==> src/rtl/bus_phase_pkg.sv <==
`timescale 1ns/1ps
package bus_phase_pkg;

    // Character-row tracker states
    typedef enum logic [1:0] {
        ROW_IDLE  = 2'd0,   // outside the text band, row count 0
        ROW_FETCH = 2'd1,   // inside the band, row count wrapped to 0
        ROW_TEXT  = 2'd2    // rows 1..7
    } row_state_e;

endpackage

==> src/rtl/bus_raster_counter.sv <==
`timescale 1ns/1ps
module bus_raster_counter #(
    parameter int H_TOTAL = 504,
    parameter int V_TOTAL = 312,
    parameter int H_W     = 9,
    parameter int V_W     = 9
) (
    input  logic           clk,
    input  logic           rst,
    output logic [H_W-1:0] x,
    output logic [V_W-1:0] y
);
    localparam logic [H_W-1:0] H_LAST = H_W'(H_TOTAL - 1);
    localparam logic [V_W-1:0] V_LAST = V_W'(V_TOTAL - 1);

    logic h_wrap;
    assign h_wrap = (x == H_LAST);

    always_ff @(posedge clk) begin
        if (rst) begin
            x <= '0;
        end else if (h_wrap) begin
            x <= '0;
        end else begin
            x <= x + 1'b1;
        end
    end

    always_ff @(posedge clk) begin
        if (rst) begin
            y <= '0;
        end else if (h_wrap) begin
            y <= (y == V_LAST) ? '0 : y + 1'b1;
        end
    end

    p_x_wrap_r2: assert property (@(posedge clk) disable iff (rst)
        (x == H_LAST) |=> (x == '0));
    p_x_step_r2: assert property (@(posedge clk) disable iff (rst)
        (x != H_LAST) |=> (x == $past(x) + 1'b1));
    p_y_hold_r3: assert property (@(posedge clk) disable iff (rst)
        (x != H_LAST) |=> $stable(y));
    p_y_wrap_r3: assert property (@(posedge clk) disable iff (rst)
        (x == H_LAST && y == V_LAST) |=> (y == '0));
endmodule

==> src/rtl/bus_row_tracker.sv <==
`timescale 1ns/1ps
module bus_row_tracker
    import bus_phase_pkg::*;
#(
    parameter int H_W          = 9,
    parameter int V_W          = 9,
    parameter int BAND_FIRST   = 56,
    parameter int BAND_LAST    = 254,
    parameter int ROW_STEP_X   = 384,
    parameter int ROWS_PER_CHR = 8
) (
    input  logic           clk,
    input  logic           rst,
    input  logic [H_W-1:0] x,
    input  logic [V_W-1:0] y,
    output logic           fetch_line
);
    localparam int ROW_W = $clog2(ROWS_PER_CHR);
    localparam logic [V_W-1:0]   Y_FIRST = V_W'(BAND_FIRST);
    localparam logic [V_W-1:0]   Y_LAST  = V_W'(BAND_LAST);
    localparam logic [H_W-1:0]   X_STEP  = H_W'(ROW_STEP_X);
    localparam logic [ROW_W-1:0] ROW_MAX = ROW_W'(ROWS_PER_CHR - 1);

    row_state_e       state, state_n;
    logic [ROW_W-1:0] row, row_n;
    logic             in_band;
    logic             row_zero;

    assign in_band = (y >= Y_FIRST) && (y <= Y_LAST);

    // state register
    always_ff @(posedge clk) begin
        if (rst) begin
            state <= ROW_IDLE;
            row   <= '0;
        end else begin
            state <= state_n;
            row   <= row_n;
        end
    end

    // next state
    always_comb begin
        state_n = state;
        row_n   = row;
        if (!in_band) begin
            state_n = ROW_IDLE;
            row_n   = '0;
        end else if (x == X_STEP) begin
            unique case (state)
                ROW_IDLE, ROW_FETCH: begin
                    state_n = ROW_TEXT;
                    row_n   = ROW_W'(1);
                end
                ROW_TEXT: begin
                    if (row == ROW_MAX) begin
                        state_n = ROW_FETCH;
                        row_n   = '0;
                    end else begin
                        row_n   = row + 1'b1;
                    end
                end
                default: begin
                    state_n = ROW_IDLE;
                    row_n   = '0;
                end
            endcase
        end
    end

    // outputs
    always_comb begin
        unique case (state)
            ROW_IDLE, ROW_FETCH: row_zero = 1'b1;
            ROW_TEXT:            row_zero = 1'b0;
            default:             row_zero = 1'b0;
        endcase
    end

    assign fetch_line = in_band && row_zero;

    p_text_row_nonzero_r7: assert property (@(posedge clk) disable iff (rst)
        (state == ROW_TEXT) |-> (row != '0));
    p_idle_only_outside_r7: assert property (@(posedge clk) disable iff (rst)
        (state == ROW_IDLE && row != '0) |-> 1'b0);
    p_fetch_in_band_r7: assert property (@(posedge clk) disable iff (rst)
        fetch_line |-> (y >= Y_FIRST && y <= Y_LAST));
endmodule

==> src/rtl/bus_strobe_gen.sv <==
`timescale 1ns/1ps
module bus_strobe_gen #(
    parameter int PHASE_W     = 3,
    parameter int CYC_W       = 6,
    parameter int STALL_FIRST = 4,
    parameter int STALL_LAST  = 43
) (
    input  logic [PHASE_W-1:0] phase,
    input  logic [CYC_W-1:0]   line_cycle,
    input  logic               fetch_line,
    output logic               mem_strobe,
    output logic               cpu_strobe,
    output logic               cpu_stall
);
    localparam logic [PHASE_W-1:0] CPU_GATE = PHASE_W'((1 << (PHASE_W - 1)) + 0);
    localparam logic [CYC_W-1:0]   C_FIRST  = CYC_W'(STALL_FIRST);
    localparam logic [CYC_W-1:0]   C_LAST   = CYC_W'(STALL_LAST);

    logic cpu_raw;

    assign mem_strobe = phase[1];
    // keep only the second memory pulse of each CPU cycle
    assign cpu_raw    = (phase > CPU_GATE) && phase[1];
    assign cpu_stall  = fetch_line && (line_cycle >= C_FIRST) && (line_cycle <= C_LAST);
    assign cpu_strobe = cpu_raw && !cpu_stall;
endmodule

==> src/rtl/bus_phase_gen.sv <==
`timescale 1ns/1ps
module bus_phase_gen #(
    parameter int H_TOTAL     = 504,
    parameter int V_TOTAL     = 312,
    parameter int PHASE_W     = 3,
    parameter int BAND_FIRST  = 56,
    parameter int BAND_LAST   = 254,
    parameter int ROW_STEP_X  = 384,
    parameter int STALL_FIRST = 4,
    parameter int STALL_LAST  = 43,
    parameter int H_W         = $clog2(H_TOTAL),
    parameter int V_W         = $clog2(V_TOTAL),
    parameter int CYC_W       = H_W - PHASE_W
) (
    input  logic               clk,
    input  logic               rst,
    output logic [H_W-1:0]     raster_x,
    output logic [V_W-1:0]     raster_y,
    output logic [PHASE_W-1:0] phase,
    output logic [CYC_W-1:0]   line_cycle,
    output logic               mem_strobe,
    output logic               cpu_strobe,
    output logic               cpu_stall
);
    localparam int ROWS_PER_CHR = 1 << PHASE_W;

    logic fetch_line;

    bus_raster_counter #(
        .H_TOTAL(H_TOTAL), .V_TOTAL(V_TOTAL), .H_W(H_W), .V_W(V_W)
    ) u_raster (
        .clk(clk), .rst(rst), .x(raster_x), .y(raster_y)
    );

    assign phase      = raster_x[PHASE_W-1:0];
    assign line_cycle = raster_x[H_W-1:PHASE_W];

    bus_row_tracker #(
        .H_W(H_W), .V_W(V_W), .BAND_FIRST(BAND_FIRST), .BAND_LAST(BAND_LAST),
        .ROW_STEP_X(ROW_STEP_X), .ROWS_PER_CHR(ROWS_PER_CHR)
    ) u_rows (
        .clk(clk), .rst(rst), .x(raster_x), .y(raster_y), .fetch_line(fetch_line)
    );

    bus_strobe_gen #(
        .PHASE_W(PHASE_W), .CYC_W(CYC_W),
        .STALL_FIRST(STALL_FIRST), .STALL_LAST(STALL_LAST)
    ) u_strobe (
        .phase(phase), .line_cycle(line_cycle), .fetch_line(fetch_line),
        .mem_strobe(mem_strobe), .cpu_strobe(cpu_strobe), .cpu_stall(cpu_stall)
    );

    p_mem_follows_phase_r5: assert property (@(posedge clk) disable iff (rst)
        (phase == PHASE_W'(1)) |=> mem_strobe);
    p_cpu_inside_mem_r6: assert property (@(posedge clk) disable iff (rst)
        cpu_strobe |-> mem_strobe);
    p_cpu_late_pulse_r6: assert property (@(posedge clk) disable iff (rst)
        $rose(cpu_strobe) |-> (phase == PHASE_W'(6)));
    p_stall_opens_r8: assert property (@(posedge clk) disable iff (rst)
        $rose(cpu_stall) |-> (line_cycle == CYC_W'(STALL_FIRST) && phase == '0));
    p_stall_closes_r8: assert property (@(posedge clk) disable iff (rst)
        $fell(cpu_stall) |-> (line_cycle == CYC_W'(STALL_LAST + 1)));
    p_stall_mutes_cpu_r9: assert property (@(posedge clk) disable iff (rst)
        (cpu_stall && $past(cpu_stall)) |-> !cpu_strobe);
endmodule

==> config.mk <==
export PLATFORM = sky130hd
export DESIGN_NAME = bus_phase_gen
export DESIGN_NICKNAME = d
export VERILOG_FILES = /design/src/rtl/bus_phase_pkg.sv /design/src/rtl/bus_raster_counter.sv /design/src/rtl/bus_row_tracker.sv /design/src/rtl/bus_strobe_gen.sv /design/src/rtl/bus_phase_gen.sv
export SDC_FILE = /design/constraint.sdc
export NUM_CORES = 1
export LEC_CHECK = 0
export BUFFER_PORTS_ARGS = -buffer_cell sky130_fd_sc_hd__buf_2
export CAP_MARGIN = 40
export CORE_ASPECT_RATIO = 1.75
export CORE_MARGIN = 4
export CORE_UTILIZATION = 45
export CTS_BUF_LIST = sky130_fd_sc_hd__clkbuf_4
export CTS_CLUSTER_DIAMETER = 150
export CTS_CLUSTER_SIZE = 20
export DETAILED_ROUTE_END_ITERATION = 8
export PLACE_DENSITY = 0.83
export SKIP_LAST_GASP = 1
export SYNTH_ARGS = -nofsm -noshare
export SYNTH_HDL_FRONTEND = slang
export SYNTH_SLANG_ARGS = --single-unit
==> constraint.sdc <==
create_clock -name clk -period 1.84 [get_ports clk]
set_clock_uncertainty 0.2 [all_clocks]
set_input_delay 0.46 -clock clk [delete_from_list [all_inputs] [get_ports clk]]
set_output_delay 0.46 -clock clk [all_outputs]
set_load 0.005 [all_outputs]
==> impl_metrics.py <==
metrics = {
    "synthesis": {
        "synth_seq_cells": 23,
        "ys_top_cells_by_count": "dfxtp_1, buf_4, nor2_1, nor3_1",
        "ys_types": 35,
        "synth_edf_count": 0,
        "synth_nets": 155,
        "synthTopCellsByArea": "dfxtp_1, buf_4, ha_1",
        "yosysMostFrequentCell": "dfxtp_1",
        "synth_ff_type": "dfxtp_1",
        "synth.yosys.seq_area_share": 0.3622,
        "synth_area_per_cell_sq_um": 8.648,
        "async_reset_ff_frac": 0,
        "synth.largest_area_cell": "dfxtp_1",
        "synthCells": 147,
        "synth_top_area_frac": 0.3622,
        "ys_warn_count": 0,
        "synth_area_sq_um": 1271,
    },
    "power": {
        "p_sw_frac": 0.2403,
        "p_sw_uw": 192.4,
        "p_int_uw": 608.0,
        "power_density_nw_per_um2": 452.7,
        "pwr-share-seq": 0.635,
        "clkPwrFrac": 0.298,
        "combPwrFrac": 0.067,
        "vdd_drop_max_mv": 0.4436,
        "leakagePower_uw": 0.0007757,
    },
    "route": {
        "dr_total_vias": 1303,
        "drc": 0,
        "dr.first_iter.drc_count": 35,
        "routed_via_density": 5.740,
        "firstDrtPassIters": 4,
        "wl_per_cell_um": 16.34,
        "routed_wl_um": 3710,
        "ant_nets": 0,
    },
    "sta": {
        "timing.hold.ws_ps": 269.6,
        "slew_violations": 0,
        "fmax_mhz": 452.3,
        "worst-slew-pin-transition_ps": 377.2,
        "fin_ws_ps": -370.9,
        "period_share": 1.202,
        "max-slew-margin-rel": 0.7465,
        "hold_viol": 0,
        "setup_viol": 4,
        "finalCriticalPeriod_ps": 2211,
        "rsz0062_at_grt": "true",
    },
    "clock_network": {
        "insertion_delay_ps": 310,
        "numCtsBuffers": 3,
        "cts_buffer_depth": 2,
        "hold_buffers": 0,
        "cts.htree.levels": 1,
        "cts.sinks": 23,
        "root_buffer": "clkbuf_4",
        "cts_tree": "done",
        "clk_pin_slew_ps": 130,
    },
    "setup_path": {
        "r2r_setup_slack_ps": -90,
        "crit_path_end_kind": "output port",
        "critPathLaunch": "u_raster.y[5]$_SDFFE_PP0P_",
        "r2r_end": "u_raster.y[6]$_SDFFE_PP0P_",
        "cp_cell_sequence": "a311o_1 > o211a_1 > nor4b_4 > nor3_1 > buf_2",
        "crit_family": "compound AO/OA/AOI/OAI gates",
        "crit_type": "flop to output port",
        "crit_buf_inv": 1,
        "crit_arrival_ps": 1550,
        "required_ps": 1180,
        "max_stage_delay_ps": 360,
        "cp-endpoint": "cpu_strobe",
        "crit_slowest_cell": "dfxtp_2",
        "start_kind": "flop",
        "path_max_fanout": 4,
        "worst-path-stages": 5,
        "rr_worst_depth": 5,
        "timing.rr.start": "u_raster.x[6]$_SDFF_PP0_",
    },
    "hold_path": {
        "min_path_type": "flop to flop",
    },
    "global_routing": {
        "grt_pass1_wl_um": 5616,
        "use_met3": 0.02752,
        "grt_use_total": 0.2003,
        "grt_pass1_vias": 1315,
        "antenna_found_initial": 0,
        "grtUsageMet1": 0.1969,
        "top_usage_layer": "met2",
        "grt_use_met2": 0.3613,
        "grt_overflow": 0,
        "grt_max_degree": 15,
    },
    "finish": {
        "area_growth_pct": 39.08,
        "instances_no_fill": 227,
        "final_nets": 209,
        "layout-drive-gt1-share": 0.4900,
        "n_antenna_cell": 0,
        "n_fill_cell": 216,
    },
    "placed_design": {
        "place_hpwl_um": 2742,
        "place_ws_ps": -73.84,
        "gp_congestion": 0.9274,
        "placedCellCount": 214,
        "io_buffer_count": 31,
    },
    "outcome": {
        "violations": "setup timing",
        "status": "finished with violations",
    },
    "floorplanning": {
        "die_x_um": 48.18,
        "die_h_um": 78.31,
        "fp.dieArea_sq_um": 3773,
        "rows": 25,
        "core_area_sq_um": 2721,
        "initial_core_util": 0.4671,
        "num_io_pins": 32,
    },
    "run": {
        "drv_cap": 0,
    },
}
[how the worst min path moves through the flow]
stage / start / to / slack, ps / cells past startpoint
finish: u_rows.row[2]$_SDFFE_PP0P_ / u_rows.row[2]$_SDFFE_PP0P_ / 270 / 2
global route: rst / u_raster.x[2]$_SDFF_PP0_ / 280 / 2
CTS: rst / u_raster.x[8]$_SDFF_PP0_ / 260 / 2
detailed placement: u_rows.row[2]$_SDFFE_PP0P_ / u_rows.row[2]$_SDFFE_PP0P_ / 250 / 2
global placement: u_rows.row[2]$_SDFFE_PP0P_ / u_rows.row[2]$_SDFFE_PP0P_ / 240 / 2
floorplan: u_rows.row[1]$_SDFFE_PP0P_ / u_rows.row[1]$_SDFFE_PP0P_ / 240 / 2
[cell type report]
| cell class | instances | area [sq um] | share of cell area |
|---|---|---|---|
| multi-input cells | 104 | 789.5 | 0.4466 |
| flip-flops and latches | 23 | 488.0 | 0.2760 |
| repair buffers | 63 | 406.6 | 0.2300 |
| well taps | 27 | 33.78 | 0.01911 |
| clock buffers | 3 | 22.52 | 0.01274 |
| inverters | 6 | 22.52 | 0.01274 |
| clock inverters | 1 | 5.005 | 0.002831 |
[power by group through the flow]
stage          clock network (uW)  logic [uW]  registers [uW]
2_1_floorplan                   0        31.2             524
3_3_place_gp                    0        50.6             522
3_5_place_dp                    0        52.3             522
4_1_cts                       249        52.4             510
5_1_grt                       277        58.4             509
6_report                      239        53.4             508
[layer usage]
layer / vias up / wire [um]
met5: - / 0
met4: 0 / 140
met3: 14 / 140
met2: 39 / 2116
met1: 632 / 1313
li1: 618 / -
[cell families after synthesis]
kind of cell / Yosys count / share of synthesized area
AND/OR/NAND/NOR: 68 / 0.3159
flip-flops: 23 / 0.3622
adder cells (fa/ha/maj): 6 / 0.05905
buffers and inverters: 20 / 0.09744
AO/OA/AOI/OAI: 19 / 0.08957
XOR/XNOR: 11 / 0.07579
[worst min-delay path, stage by stage (launching register included)]
cell and delay [ps]:
dfxtp_1 340, nand2_1 50, a21oi_1 50
[through the flow]
step	TNS [ps]	util	area, sq um	total power (uW)
2_1_floorplan	0	-	1321	555.7
3_3_place_gp	-47.47	0.5811	1582	572.5
3_5_place_dp	-196.8	0.5811	1582	574.6
4_1_cts	-703.8	0.6115	1664	811.2
5_1_grt	-1087	0.6497	1768	844.7
6_report	-777.6	0.6497	1768	800.4
[flip-flops by register name, summed over array words and instances (netlist names)]
name,cells
u_rows.row,3
u_raster.x,9
u_rows.state,2
u_raster.y,9
[repair_timing]
item,4_1_cts,5_1_grt
gates resized for setup,8,16
setup buffers,4,5
setup endpoints to repair,5,12
pin swaps,7,2
gates cloned,0,0
endpoints found under the hold margin,0,0
[cells in the final DEF, fill, tap and decap left out, types with 2 or more instances in the layout]
cell | Yosys | layout
buf_2 | 0 | 31
buf_4 | 11 | 29
nor2_1 | 11 | 11
nor3_1 | 11 | 10
dfxtp_2 | 0 | 10
nand2_1 | 9 | 9
dfxtp_1 | 23 | 9
a21oi_1 | 9 | 8
nand3_1 | 7 | 7
inv_1 | 6 | 6
xnor2_1 | 7 | 6
o21ai_0 | 6 | 6
nor4_2 | 0 | 4
nand4_1 | 4 | 4
nand4b_1 | 4 | 4
xor2_1 | 4 | 4
ha_1 | 6 | 4
dfxtp_4 | 0 | 4
nor2b_1 | 3 | 3
clkbuf_4 | 0 | 3
buf_6 | 0 | 3
or3_1 | 2 | 2
ha_4 | 0 | 2
No activity file was read; power rests on OpenSTA's default activity.
